==> config.mk <==
export PLATFORM = sky130hd
export DESIGN_NAME = toy16_core
export DESIGN_NICKNAME = d
export VERILOG_FILES = /design/src/rtl/toy16_pkg.sv /design/src/rtl/toy16_decode.sv /design/src/rtl/toy16_regfile.sv /design/src/rtl/toy16_alu.sv /design/src/rtl/toy16_pcgen.sv /design/src/rtl/toy16_core.sv
export SDC_FILE = /design/constraint.sdc
export NUM_CORES = 1
export LEC_CHECK = 0
export ABC_AREA = 1
export BUFFER_PORTS_ARGS = -buffer_cell sky130_fd_sc_hd__buf_2
export CORE_MARGIN = 4
export CORE_UTILIZATION = 30
export CTS_CLUSTER_SIZE = 14
export DETAILED_ROUTE_END_ITERATION = 10
export GPL_ROUTABILITY_DRIVEN = 0
export PLACE_DENSITY = 0.5
export SYNTH_ARGS = -nofsm -noshare
export SYNTH_HDL_FRONTEND = slang
export SYNTH_SLANG_ARGS = --single-unit
==> constraint.sdc <==
create_clock -name clk -period 8.4 [get_ports clk]
set_input_delay 0.42 -clock clk [delete_from_list [all_inputs] [get_ports clk]]
set_output_delay 0.42 -clock clk [all_outputs]
set_load 0.01 [all_outputs]
==> src/rtl/toy16_pkg.sv <==
// Shared types for the 16-bit single-cycle core: opcode values, ALU
// operations and the decoded control bundle. Assumes fixed 16-bit words.
package toy16_pkg;

    localparam int INSTR_W = 16;
    localparam int OPC_W   = 4;
    localparam int FLD_W   = 4;
    localparam int JFLD_W  = 12;

    typedef enum logic [OPC_W-1:0] {
        OP_LW  = 4'b0000,
        OP_SW  = 4'b0001,
        OP_ADD = 4'b0010,
        OP_SUB = 4'b0011,
        OP_AND = 4'b0100,
        OP_OR  = 4'b0101,
        OP_BEQ = 4'b0111,
        OP_JMP = 4'b1000
    } opcode_e;

    typedef enum logic [1:0] {
        ALU_ADD,
        ALU_SUB,
        ALU_AND,
        ALU_OR
    } alu_op_e;

    typedef struct packed {
        logic    reg_we;      // write back to the register file
        logic    dst_is_rt;   // destination field is bits 7:4, else 3:0
        logic    use_imm;     // second ALU operand is the offset
        logic    wb_from_mem; // write-back source is load data
        logic    mem_we;      // store strobe
        logic    branch;      // conditional PC-relative transfer
        logic    jump;        // absolute transfer
        alu_op_e alu_op;
    } ctrl_t;

endpackage

==> src/rtl/toy16_decode.sv <==
// Instruction decoder: maps the 4-bit opcode to the control bundle.
// Assumes unlisted opcodes are no-operations (all enables low).
module toy16_decode
    import toy16_pkg::*;
(
    input  logic [OPC_W-1:0] opcode,
    output ctrl_t            ctrl
);

    // Opcode to control lookup; default leaves every enable off.
    always_comb begin
        ctrl        = '0;
        ctrl.alu_op = ALU_ADD;
        case (opcode)
            OP_LW: begin
                ctrl.reg_we      = 1'b1;
                ctrl.dst_is_rt   = 1'b1;
                ctrl.use_imm     = 1'b1;
                ctrl.wb_from_mem = 1'b1;
            end
            OP_SW: begin
                ctrl.use_imm = 1'b1;
                ctrl.mem_we  = 1'b1;
            end
            OP_ADD: begin
                ctrl.reg_we = 1'b1;
                ctrl.alu_op = ALU_ADD;
            end
            OP_SUB: begin
                ctrl.reg_we = 1'b1;
                ctrl.alu_op = ALU_SUB;
            end
            OP_AND: begin
                ctrl.reg_we = 1'b1;
                ctrl.alu_op = ALU_AND;
            end
            OP_OR: begin
                ctrl.reg_we = 1'b1;
                ctrl.alu_op = ALU_OR;
            end
            OP_BEQ: begin
                ctrl.branch = 1'b1;
                ctrl.alu_op = ALU_SUB;
            end
            OP_JMP: begin
                ctrl.jump = 1'b1;
            end
            default: begin
                ctrl.reg_we = 1'b0;
            end
        endcase
    end

endmodule

==> src/rtl/toy16_regfile.sv <==
// Register file with two combinational read ports and one write port.
// Entry 0 is the constant 0 and entry 1 the constant 1; writes to them
// are dropped. Other entries clear on synchronous active-low reset.
module toy16_regfile #(
    parameter int W  = 16,
    parameter int N  = 16,
    localparam int AW = $clog2(N)
) (
    input  logic          clk,
    input  logic          rst_n,
    input  logic [AW-1:0] ra1,
    input  logic [AW-1:0] ra2,
    output logic [W-1:0]  rd1,
    output logic [W-1:0]  rd2,
    input  logic          we,
    input  logic [AW-1:0] wa,
    input  logic [W-1:0]  wd
);

    logic [N-1:0][W-1:0] bank;

    for (genvar i = 0; i < N; i++) begin : g_entry
        if (i == 0) begin : g_zero
            assign bank[i] = '0;
        end else if (i == 1) begin : g_one
            assign bank[i] = W'(1);
        end else begin : g_store
            logic [W-1:0] q;
            // Hold one general register; load on a matching write.
            always_ff @(posedge clk) begin
                if (!rst_n)
                    q <= '0;
                else if (we && wa == AW'(i))
                    q <= wd;
            end
            assign bank[i] = q;
        end
    end

    assign rd1 = bank[ra1];
    assign rd2 = bank[ra2];

endmodule

==> src/rtl/toy16_alu.sv <==
// Arithmetic/logic unit: add, subtract, and, or on W-bit operands with
// wrap-around; flags a zero result for the equality branch.
module toy16_alu
    import toy16_pkg::*;
#(
    parameter int W = 16
) (
    input  alu_op_e      op,
    input  logic [W-1:0] a,
    input  logic [W-1:0] b,
    output logic [W-1:0] y,
    output logic         zero
);

    // Select the operation result.
    always_comb begin
        case (op)
            ALU_ADD: y = a + b;
            ALU_SUB: y = a - b;
            ALU_AND: y = a & b;
            ALU_OR:  y = a | b;
            default: y = '0;
        endcase
    end

    assign zero = (y == '0);

endmodule

==> src/rtl/toy16_pcgen.sv <==
// Program counter and next-PC selection: sequential PC+2, PC-relative
// branch from PC+2 with a word-scaled signed offset, or absolute jump
// with a word-scaled field. Assumes the PC stays even.
module toy16_pcgen #(
    parameter int W    = 16,
    parameter int BO_W = 4,
    parameter int JF_W = 12
) (
    input  logic            clk,
    input  logic            rst_n,
    input  logic            take_branch,
    input  logic            take_jump,
    input  logic [BO_W-1:0] br_off,
    input  logic [JF_W-1:0] jmp_field,
    output logic [W-1:0]    pc
);

    localparam int BR_PAD = W - BO_W - 1;
    localparam int JM_PAD = W - JF_W - 1;

    logic [W-1:0] pc_seq;
    logic [W-1:0] br_tgt;
    logic [W-1:0] jmp_tgt;
    logic [W-1:0] pc_next;

    assign pc_seq  = pc + W'(2);
    assign br_tgt  = pc_seq + {{BR_PAD{br_off[BO_W-1]}}, br_off, 1'b0};
    assign jmp_tgt = {{JM_PAD{1'b0}}, jmp_field, 1'b0};

    // Pick the next PC; a jump outranks a branch (never both at once).
    always_comb begin
        if (take_jump)
            pc_next = jmp_tgt;
        else if (take_branch)
            pc_next = br_tgt;
        else
            pc_next = pc_seq;
    end

    // Program counter register, cleared on reset.
    always_ff @(posedge clk) begin
        if (!rst_n)
            pc <= '0;
        else
            pc <= pc_next;
    end

endmodule

==> src/rtl/toy16_core.sv <==
// Single-cycle 16-bit core. Fetches, decodes and executes one instruction
// per clock. Assumes both memories answer reads combinationally and that
// data words are aligned (address bit 0 is forced low).
module toy16_core
    import toy16_pkg::*;
#(
    parameter int DATA_W = 16,
    parameter int NREGS  = 16
) (
    input  logic              clk,
    input  logic              rst_n,
    output logic [DATA_W-1:0] imem_addr,
    input  logic [DATA_W-1:0] imem_data,
    output logic [DATA_W-1:0] dmem_addr,
    output logic [DATA_W-1:0] dmem_wdata,
    input  logic [DATA_W-1:0] dmem_rdata,
    output logic              dmem_we
);

    localparam int RA_W = $clog2(NREGS);

    ctrl_t             ctrl;
    logic [RA_W-1:0]   f_rs;
    logic [RA_W-1:0]   f_rt;
    logic [RA_W-1:0]   f_rd;
    logic [FLD_W-1:0]  f_off;
    logic [DATA_W-1:0] off_ext;
    logic [DATA_W-1:0] rs_val;
    logic [DATA_W-1:0] rt_val;
    logic [DATA_W-1:0] alu_b;
    logic [DATA_W-1:0] alu_y;
    logic              alu_zero;
    logic [RA_W-1:0]   wr_addr;
    logic [DATA_W-1:0] wr_data;

    assign f_rs    = imem_data[11:8];
    assign f_rt    = imem_data[7:4];
    assign f_rd    = imem_data[3:0];
    assign f_off   = imem_data[3:0];
    assign off_ext = {{(DATA_W-FLD_W){f_off[FLD_W-1]}}, f_off};

    toy16_decode u_dec (
        .opcode (imem_data[15:12]),
        .ctrl   (ctrl)
    );

    toy16_regfile #(.W(DATA_W), .N(NREGS)) u_rf (
        .clk   (clk),
        .rst_n (rst_n),
        .ra1   (f_rs),
        .ra2   (f_rt),
        .rd1   (rs_val),
        .rd2   (rt_val),
        .we    (ctrl.reg_we),
        .wa    (wr_addr),
        .wd    (wr_data)
    );

    assign alu_b = ctrl.use_imm ? off_ext : rt_val;

    toy16_alu #(.W(DATA_W)) u_alu (
        .op   (ctrl.alu_op),
        .a    (rs_val),
        .b    (alu_b),
        .y    (alu_y),
        .zero (alu_zero)
    );

    assign wr_addr = ctrl.dst_is_rt   ? f_rt       : f_rd;
    assign wr_data = ctrl.wb_from_mem ? dmem_rdata : alu_y;

    toy16_pcgen #(.W(DATA_W), .BO_W(FLD_W), .JF_W(JFLD_W)) u_pc (
        .clk         (clk),
        .rst_n       (rst_n),
        .take_branch (ctrl.branch & alu_zero),
        .take_jump   (ctrl.jump),
        .br_off      (f_off),
        .jmp_field   (imem_data[JFLD_W-1:0]),
        .pc          (imem_addr)
    );

    assign dmem_addr  = {alu_y[DATA_W-1:1], 1'b0};
    assign dmem_wdata = rt_val;
    assign dmem_we    = ctrl.mem_we;

endmodule

==> flow_summary_export.csv, run 1 <==
group,metric,value,unit
cells_and_area,register_area,0.00478,sq mm
floorplan,die_area,0.0582,sq mm
yosys,ys_types,51,
worst_setup_path,critical_path_class,"in -> reg",
timing,fin_ws,2.15,ns
floorplan,die_h,241,microns
floorplan,io_pins,83,
timing,timing.final.crit_share,74.4,%
clock_tree,clock_latency,0.56,ns
clock_tree,postCtsSetupBuffers,0,
timing,min_period,6.25,ns
drt,drtIter0Drc,1956,
drt,wl_met3,5.45,mm
yosys,synth_area_per_cell,6.21,sq um
timing,fin_setup_tns,0,ns
yosys,yosysSeqAreaShare,29.3,%
power_and_ir_drop,switchingPower,1.25,mW
yosys,syn_area,0.0163,sq mm
clock_tree,cts_made_buffers,29,
timing,tightest_slew,1.37,ns
yosys,synthAdderAreaFrac,2.77,%
power_and_ir_drop,clock_power_share,36.6,%
worst_setup_path,start_kind,"input pin",
place,portBuffers,80,
drt,num_vias,17199,
power_and_ir_drop,p_int,2.15,mW
drt,met2_length,26.2,mm
drt,drcViolationCount,0,
cells_and_area,area_growth,8.92,%
timing,maxSlewViolCount,0,
yosys,synth_warnings,0,
grt,first_global_vias,15515,
power_and_ir_drop,irDropWorstVdd,134,uV
timing,relSlewSlack,8.38,%
hold_path,hp-class,"in -> reg",
place,pre_cts_slack,1.76,ns
clock_tree,cts.repair.resized,0,
grt,antenna_found_initial,1,
worst_setup_path,cp.required,8.78,ns
clock_tree,clk_pin_slew,0.06,ns
drt,viasPerCell,5.20,
clock_tree,hold_buffers,0,
yosys,muxShareOfSynthArea,0,%
drt,routedWlPerCell,18.7,microns
drt,ant_nets,0,
yosys,yosys.area_share.simple,26.8,%
timing,fmax,160,MHz
power_and_ir_drop,netSwitchingFraction,36.8,%
grt,overflow,0,
power_and_ir_drop,power,3.40,mW
place,dp_hpwl,41.5,mm
grt,grt_first_pass_wirelength,93.1,mm
yosys,synth_ff_type,"dfxtp_1",
worst_setup_path,crit_fanout,28,
timing,rsz0062_at_grt,"no",
clock_tree,cts_sinks,239,
yosys,synth_edf_count,0,
grt,grt_max_degree,83,
cells_and_area,num_antenna_cells,0,
floorplan,coreArea,0.0538,sq mm
drt,wl_met1,29.1,mm
yosys,synthCells,2629,
status,outcome,"finished clean",
floorplan,rows,85,
timing,setup_viol,0,
power_and_ir_drop,seq_power_share,34.4,%
cells_and_area,nFillCells,5824,
timing,finalClockSkew,0.00812,ns
clock_tree,cts_tree,"built",
cells_and_area,finalNetCount,2660,
drt,top_layer,"met5",
yosys,synth-xor-area-share,1.99,%
clock_tree,clockRootBuffer,"clkbuf_16",
drt,dr.pass1.iters,6,
cells_and_area,drive_above_1_share,8.59,%
worst_setup_path,worstPathArrival,6.63,ns
grt,grt_use_total,20.4,%
yosys,synth_top_family_by_area,"simple AND/OR/NAND/NOR gates",
worst_setup_path,end_kind,"register",
flow_run,cap_violations,0,
timing,hold_viol,0,
power_and_ir_drop,p_per_area,191,mW/mm^2
drt,wirelength,61.9,mm
power_and_ir_drop,p_leak,8.58,nW
floorplan,die_w,241,microns
floorplan,start_util,30.3,%
cells_and_area,multi_input_area,0.00916,sq mm
power_and_ir_drop,power_frac_comb,29.0,%
yosys,synth_compound_area_share,24.3,%
clock_tree,h-tree-depth,1,
yosys,ys_ff_latch,239,
yosys,async_reset_ff_share,0,%
clock_tree,clock_path_buffers,3,
==> power groups by stage <==
| stage | Clock [mW] | Combinational (mW) | Sequential (mW) |
|---|---|---|---|
| after global placement | 0 | 0.961 | 1.19 |
| final | 1.24 | 0.987 | 1.17 |
| after detailed placement | 0 | 0.968 | 1.19 |
| after global routing | 1.32 | 1.07 | 1.17 |
| after CTS | 1.27 | 0.972 | 1.17 |
| after floorplan | 0 | 0.628 | 1.19 |
==> layout make-up <==
| type | count | area share [%] |
|---|---|---|
| clock buffers | 40 | 4.60 |
| clock inverters | 9 | 0.549 |
| inverters | 357 | 7.56 |
| multi-input cells | 1844 | 51.5 |
| flip-flops and latches | 239 | 26.9 |
| well taps | 696 | 4.90 |
| repair buffers | 120 | 3.98 |
==> cells in the final DEF, fill, tap and decap left out, types with 43 or more instances in the layout <==
cell	count
nand2_1	608
dfxtp_1	239
buf_2	77
buf_4	43
nor2_1	114
inv_1	344
o211ai_1	48
nand3_1	249
a21oi_1	312
o21ai_0	311
==> synthesized netlist by cell type, drive strengths merged (3+ instances only) <==
library cell / instances / share of area [%]
xnor2: 14 / 0.75
a211oi: 3 / 0.14
nand3: 252 / 7.8
nor3: 10 / 0.31
inv: 354 / 8.2
nor2: 126 / 3.0
or2: 4 / 0.15
a21oi: 322 / 11
nand2: 619 / 14
a31oi: 4 / 0.15
clkbuf: 89 / 2.0
nand4: 21 / 0.84
xor2: 23 / 1.2
buf: 101 / 4.6
o21ai: 340 / 10
ha: 33 / 2.5
dfxtp: 239 / 29
clkinv: 3 / 0.069
o211ai: 49 / 2.3
o31ai: 4 / 0.21
==> worst paths after layout <==
path	slack [ns]	startpoint	cells past startpoint	endpoint
min reg2reg	0.48	u_rf.g_entry[9].g_store.q[0]	2	u_rf.g_entry[9].g_store.q[0]
max	2.15	imem_data[5]	24	u_rf.g_entry[14].g_store.q[14]
min	0.17	imem_data[0]	3	u_pc.pc[1]
max reg2reg	2.91	u_rf.g_entry[13].g_store.q[0]	25	u_rf.g_entry[14].g_store.q[14]
==> critical path, stage by stage <==
cell      delay, ns
buf_2          0.63
inv_2          0.51
buf_4          0.41
nand3_1        0.14
nand3_1        0.07
nand3_1        0.17
nand2_1        0.20
nand2_1        0.18
nand4_1        0.13
nor3_1         0.23
nand4_1        0.19
o31ai_2        0.34
nand2_1        0.12
xnor2_1        0.15
ha_1           0.34
inv_1          0.09
nor4_1         0.30
nand3_1        0.15
a21boi_0       0.20
o211ai_1       0.19
inv_1          0.45
nand2_1        0.09
o21ai_1        0.73
a21oi_1        0.15
==> cells by family (layout without fill, tap and decap cells) <==
| family | Yosys count | after routing |
|---|---|---|
| and+or+nand+nor | 1038 | 1038 |
| DFF | 239 | 239 |
| xor gates and xnor gates | 37 | 37 |
| adders and majority gates | 35 | 35 |
| buffers and inverters | 547 | 526 |
| AOI/OAI and AO/OA | 732 | 732 |
| other | 1 | 2 |
==> sequential cells by signal, indices dropped and copies added (netlist names) <==
signal and flops:
u_pc.pc 15, u_rf.g_entry.g_store.q 224
==> metrics by stage <==
stage	cells	area (sq um)	hold WS (ns)	utilization, %
5_1_grt	3305	17800	0.158	33.0
3_3_place_gp	3256	16900	0.457	31.3
6_report	3305	17800	0.169	33.0
3_5_place_dp	3256	16900	0.470	31.3
2_1_floorplan	2630	16300	0.439	-
4_1_cts	3305	17800	0.142	33.0
==> layer usage <==
metal | track usage (%) | up-vias
met4 | 4.49 | 2
met3 | 3.69 | 76
li1 | - | 8479
met1 | 30.2 | 7942
met2 | 31.0 | 700
met5 | 0 | -
Power figures use the tool's default switching activity.
==> run 2: changes to the inputs <==
Clock period 8.4 ns to 6.4 ns, I/O delays scaled along.
==> flow_summary_export.csv, run 2 (synthesis gave the netlist of run 1 again) <==
group,metric,value,unit
timing,fin_setup_tns,0,ns
clock_tree,clock_latency,0.56,ns
worst_setup_path,start_kind,"input pin",
grt,antenna_found_initial,1,
worst_setup_path,cp_slowest_stage_delay,0.42,ns
clock_tree,h-tree-depth,1,
timing,min_period,5.23,ns
floorplan,rows,85,
floorplan,die_w,241,microns
worst_setup_path,cpMostUsedCell,"nand2_1",
place,post-place-cells,3277,
cells_and_area,final_cell_mix,"nand2_1 (608), inv_1 (344), a21oi_1 (312)",
timing,setup_viol,0,
timing,fmax,191,MHz
drt,wirelength,63.1,mm
clock_tree,cts_made_buffers,29,
worst_setup_path,worst_path_max_delay_cell,"inv_4",
floorplan,start_util,30.3,%
drt,drtIter0Drc,1494,
worst_setup_path,end_kind,"register",
timing,rsz0062_at_grt,"no",
clock_tree,cts_sinks,239,
hold_path,hp-class,"in -> reg",
worst_setup_path,r2r-end,"u_pc.pc[2]",
worst_setup_path,critical_path_class,"in -> reg",
floorplan,coreArea,0.0538,sq mm
drt,routedWlPerCell,19.0,microns
drt,drcViolationCount,0,
worst_setup_path,r2r-start,"u_rf.g_entry[13].g_store.q[0]",
clock_tree,clock_path_buffers,3,
cells_and_area,num_antenna_cells,0,
worst_setup_path,crit_path_end,"u_pc.pc[2]",
cells_and_area,top_regs,"u_rf.g_entry.g_store.q: 224 flops, u_pc.pc: 15 flops",
grt,grt_use_total,21.1,%
worst_setup_path,crit_start,"imem_data[4]",
grt,grt_first_pass_wirelength,95.8,mm
cells_and_area,drive_above_1_share,9.19,%
floorplan,die_area,0.0582,sq mm
floorplan,io_pins,83,
place,dp_hpwl,44.8,mm
worst_setup_path,path_depth,33,
cells_and_area,area_growth,10.2,%
drt,viasPerCell,5.18,
clock_tree,clockRootBuffer,"clkbuf_16",
power_and_ir_drop,irDropWorstVdd,180,uV
cells_and_area,layout_commonest_cell,"nand2_1",
hold_path,whs_path_depth,3,
place,pre_cts_slack,0.753,ns
drt,num_vias,17242,
grt,overflow,0,
worst_setup_path,cp.required,6.87,ns
clock_tree,cts.repair.resized,0,
cells_and_area,finalNetCount,2681,
power_and_ir_drop,p_leak,8.70,nW
worst_setup_path,r2r_slack,1.26,ns
clock_tree,hold_buffers,0,
clock_tree,cts_tree,"built",
worst_setup_path,crit_family,"simple AND/OR/NAND/NOR gates",
drt,ant_nets,0,
worst_setup_path,r2r_cells,32,
flow_run,cap_violations,0,
grt,grt_max_degree,101,
timing,relSlewSlack,25.4,%
status,outcome,"finished clean",
floorplan,die_h,241,microns
grt,first_global_vias,15883,
place,portBuffers,80,
cells_and_area,largest_reg_flops,224,
worst_setup_path,crit_buf_inv,5,
clock_tree,postCtsSetupBuffers,0,
power_and_ir_drop,p_per_area,249,mW/mm^2
cells_and_area,regMostFlops,"u_rf.g_entry.g_store.q",
clock_tree,clk_pin_slew,0.06,ns
timing,timing.final.crit_share,81.8,%
cells_and_area,layout.cells.non_filler,3328,
power_and_ir_drop,power,4.48,mW
timing,maxSlewViolCount,0,
drt,dr.pass1.iters,6,
worst_setup_path,crit_fanout,41,
timing,fin_ws,1.17,ns
timing,tightest_slew,1.11,ns
timing,finalClockSkew,0.0107,ns
timing,hold_viol,0,
worst_setup_path,worstPathArrival,5.70,ns
-- run 2: cell types whose count changed in the layout (fill, tap and decap cells not counted) --
| cell | before | now |
|---|---|---|
| buf_4 | 43 | 60 |
| bufinv_16 | 2 | 0 |
| o21ai_2 | 5 | 1 |
| a31oi_2 | 1 | 0 |
| clkbuf_8 | 5 | 11 |
| a31oi_1 | 3 | 4 |
| clkinv_2 | 7 | 4 |
| buf_12 | 0 | 4 |
| clkinvlp_4 | 1 | 2 |
| o21ai_1 | 24 | 28 |
-- run 2: per-layer routing --
layer | up-vias | track usage, % | share of wire, %
met4 | 2 | 6.80 | 3.3
li1 | 8517 | - | -
met1 | 7944 | 30.0 | 46
met2 | 666 | 32.7 | 43
met3 | 113 | 3.40 | 7.8
met5 | - | 0 | 0.019
-- run 2: worst reg2reg max path, delay by kind of cell (launching register included) --
family	cells	cell delay, ns
buffers and inverters	4	0.28
XOR/XNOR	1	0.23
AO/OA/AOI/OAI	5	0.81
flip-flops	1	0.29
adder cells (fa/ha/maj)	2	0.51
AND/OR/NAND/NOR	20	2.91
-- run 2: area by class of cell --
| type | instances | area (sq um) |
|---|---|---|
| inverters | 357 | 1340 |
| clock inverters | 5 | 30.0 |
| multi-input cells | 1844 | 9140 |
| repair buffers | 141 | 916 |
| fillers | 5931 | 35800 |
| clock buffers | 46 | 900 |
| well taps | 696 | 871 |
| flip-flops and latches | 239 | 4780 |
-- run 2: worst min path at each step --
stage / to / from / slack [ns]
final: u_pc.pc[1] / imem_data[0] / 0.08
after global placement: u_rf.g_entry[9].g_store.q[0] / u_rf.g_entry[9].g_store.q[0] / 0.46
after detailed placement: u_rf.g_entry[9].g_store.q[0] / u_rf.g_entry[9].g_store.q[0] / 0.47
after floorplan: u_pc.pc[4] / imem_data[3] / 0.43
after CTS: u_pc.pc[1] / imem_data[0] / 0.04
after global routing: u_pc.pc[1] / imem_data[0] / 0.09
-- run 2: power breakdown --
part           switching, mW  internal (mW)  leakage (nW)
sequential            0.0172           1.52          1.93
clock                  0.668          0.952         0.456
combinational          0.959          0.369          6.32
-- run 2: through the flow --
stage | utilization [%] | hold WS, ns | area (sq um)
final | 33.4 | 0.0833 | 18000
after global routing | 33.4 | 0.0927 | 18000
after CTS | 33.4 | 0.0433 | 18000
after detailed placement | 31.7 | 0.466 | 17100
after global placement | 31.7 | 0.459 | 17100
after floorplan | - | 0.430 | 16300
==> run 3: changes to the inputs <==
Settings changed: PLACE_DENSITY 0.5 to 0.51.
Clock period 6.4 ns to 4.2 ns, I/O delays scaled along.
==> flow_summary_export.csv, run 3 (synthesis gave the netlist of run 1 again) <==
group,metric,value,unit
worst_setup_path,start_kind,"register",
drt,drtIter0Drc,1777,
timing,maxSlewViolCount,0,
floorplan,die_h,241,microns
cells_and_area,final_cell_mix,"nand2_1 (580), inv_1 (323), a21oi_1 (270)",
worst_setup_path,r2r_cells,29,
clock_tree,clockRootBuffer,"clkbuf_16",
grt,grt_max_degree,100,
worst_setup_path,r2r_slack,-0.18,ns
hold_path,hold_start,"imem_data[0]",
cells_and_area,drive_above_1_share,22.9,%
power_and_ir_drop,p_per_area,382,mW/mm^2
cells_and_area,largest_reg_flops,224,
power_and_ir_drop,power_frac_comb,39.5,%
worst_setup_path,worstPathArrival,4.27,ns
power_and_ir_drop,netSwitchingFraction,36.5,%
worst_setup_path,r2r-start,"u_rf.g_entry[11].g_store.q[0]",
clock_tree,clock_path_buffers,3,
floorplan,io_pins,83,
timing,relSlewSlack,22.9,%
floorplan,die_area,0.0582,sq mm
hold_path,hold_path_end,"u_pc.pc[1]",
hold_path,hp-class,"in -> reg",
grt,grt_use_total,21.6,%
cells_and_area,regMostFlops,"u_rf.g_entry.g_store.q",
cells_and_area,layout_commonest_cell,"nand2_1",
drt,routedWlPerCell,18.7,microns
cells_and_area,top_regs,"u_rf.g_entry.g_store.q: 224 flops, u_pc.pc: 15 flops",
cells_and_area,postLayoutCoreUtil,39.2,%
floorplan,start_util,30.3,%
status,outcome,"finished with violations",
drt,dr.pass1.iters,6,
status,violations,"negative setup slack",
drt,num_vias,18480,
timing,timing.final.crit_share,107,%
clock_tree,h-tree-depth,1,
place,dp_hpwl,46.2,mm
worst_setup_path,cp.required,3.99,ns
clock_tree,cts_sinks,239,
worst_setup_path,end_kind,"output pin",
timing,fin_ws,-0.281,ns
power_and_ir_drop,clock_power_share,31.5,%
timing,finalClockSkew,0.0161,ns
timing,rsz0062_at_grt,"yes",
power_and_ir_drop,p_int,5.12,mW
cells_and_area,nFillCells,5654,
cells_and_area,area_growth,29.2,%
power_and_ir_drop,seq_power_share,29.0,%
cells_and_area,finalInstanceArea,0.0211,sq mm
timing,setup_viol,62,
worst_setup_path,critical_path_class,"reg -> out",
drt,wirelength,66.6,mm
grt,first_global_vias,16906,
drt,drcViolationCount,0,
drt,viasPerCell,5.18,
floorplan,die_w,241,microns
place,place_area,0.0188,sq mm
grt,grt_first_pass_wirelength,99.2,mm
floorplan,coreArea,0.0538,sq mm
power_and_ir_drop,switchingPower,2.94,mW
cells_and_area,num_antenna_cells,0,
timing,min_period,4.48,ns
timing,fmax,223,MHz
grt,antenna_found_initial,1,
worst_setup_path,r2r-end,"u_pc.pc[8]",
clock_tree,clk_pin_slew,0.06,ns
clock_tree,cts_made_buffers,29,
flow_run,cap_violations,0,
timing,hold_ws,0.0862,ns
timing,fin_setup_tns,-5.29,ns
timing,hold_viol,0,
worst_setup_path,crit_fanout,3,
grt,overflow,0,
cells_and_area,finalNetCount,2920,
place,portBuffers,80,
drt,ant_nets,0,
floorplan,rows,85,
clock_tree,cts_tree,"built",
hold_path,whs_path_depth,4,
clock_tree,clock_latency,0.58,ns
timing,tightest_slew,1.15,ns
power_and_ir_drop,irDropWorstVdd,312,uV
power_and_ir_drop,p_leak,10.2,nW
-- run 3: cell count changes in the layout (fill, tap and decap cells not counted), sizes merged --
| cell | delta |
|---|---|
| buf | +236 |
| inv | +2 |
| bufinv | +1 |
| clkinv | +1 |
| clkinvlp | -1 |
| dlygate4sd3 | +1 |
-- run 3: final cells by class --
cell class              instances  area [sq um]  share of cell area (%)
inverters                     357          1350                    6.41
clock buffers                  44           882                    4.18
flip-flops and latches        239          4790                    22.7
multi-input cells            1844          9960                    47.2
well taps                     696           871                    4.13
clock inverters                 8          71.3                   0.338
repair buffers                380          3170                    15.0
-- run 3: power groups by stage --
| stage | clock network, mW | registers [mW] | logic (mW) |
|---|---|---|---|
| after floorplan | 0 | 2.38 | 1.26 |
| after global placement | 0 | 2.39 | 2.52 |
| after detailed placement | 0 | 2.39 | 2.54 |
| after CTS | 2.58 | 2.34 | 2.77 |
| after global routing | 2.66 | 2.34 | 3.38 |
| final | 2.54 | 2.34 | 3.18 |
-- run 3: metrics by stage --
step	setup slack, ns	power, mW	cells
6_report	-0.281	8.06	3568
5_1_grt	-0.550	8.39	3568
4_1_cts	-0.392	7.69	3554
3_5_place_dp	-0.797	4.92	3485
3_3_place_gp	-0.766	4.91	3485
2_1_floorplan	0.0329	3.64	2630
-- run 3: worst max path at each step --
stage	startpoint	endpoint	cells past startpoint
floorplan	imem_data[6]	u_pc.pc[8]	30
global placement	imem_data[4]	u_pc.pc[1]	27
detailed placement	imem_data[4]	u_pc.pc[1]	27
CTS	u_rf.g_entry[13].g_store.q[0]	dmem_addr[11]	26
global route	u_rf.g_entry[5].g_store.q[0]	dmem_addr[15]	28
finish	u_rf.g_entry[11].g_store.q[0]	dmem_addr[11]	25
-- run 3: what timing repair did --
item,CTS,global route
endpoints found under the setup margin,109,126
buffers inserted,14,11
endpoints found under the hold margin,1,0
pin swaps,39,73
resized for setup,94,223
hold buffers,1,0
gates cloned,2,4
-- run 3: routing by layer --
metal  global-route usage (%)  wire length [microns]  up-vias  part of all wire [%]
met1                     30.7                  30200     8620                    45
met5                        0                     11        -                 0.017
li1                         -                      -     8996                     -
met3                     3.40                   5320      106                   8.0
met4                     5.98                   2010        2                   3.0
met2                     34.3                  29000      756                    44
-- run 3: worst max-delay path, cell delays in order (launching register included) --
cell and delay [ns]:
dfxtp_2 0.34, nand2_2 0.06, nand3_2 0.06, a21oi_2 0.13, nor2_2 0.06, nand2_2 0.08, nand3_2 0.10, and2_4 0.17
inv_4 0.06, ha_4 0.12, nand4_1 0.11, nor3_2 0.18, nand4_1 0.20, o31ai_4 0.27, xor2_1 0.18, ha_1 0.29
buf_6 0.15, a211oi_4 0.23, nand3_4 0.13, nand2_2 0.09, inv_2 0.04, o31ai_4 0.28, buf_6 0.15, inv_2 0.03
buf_6 0.10, buf_6 0.11
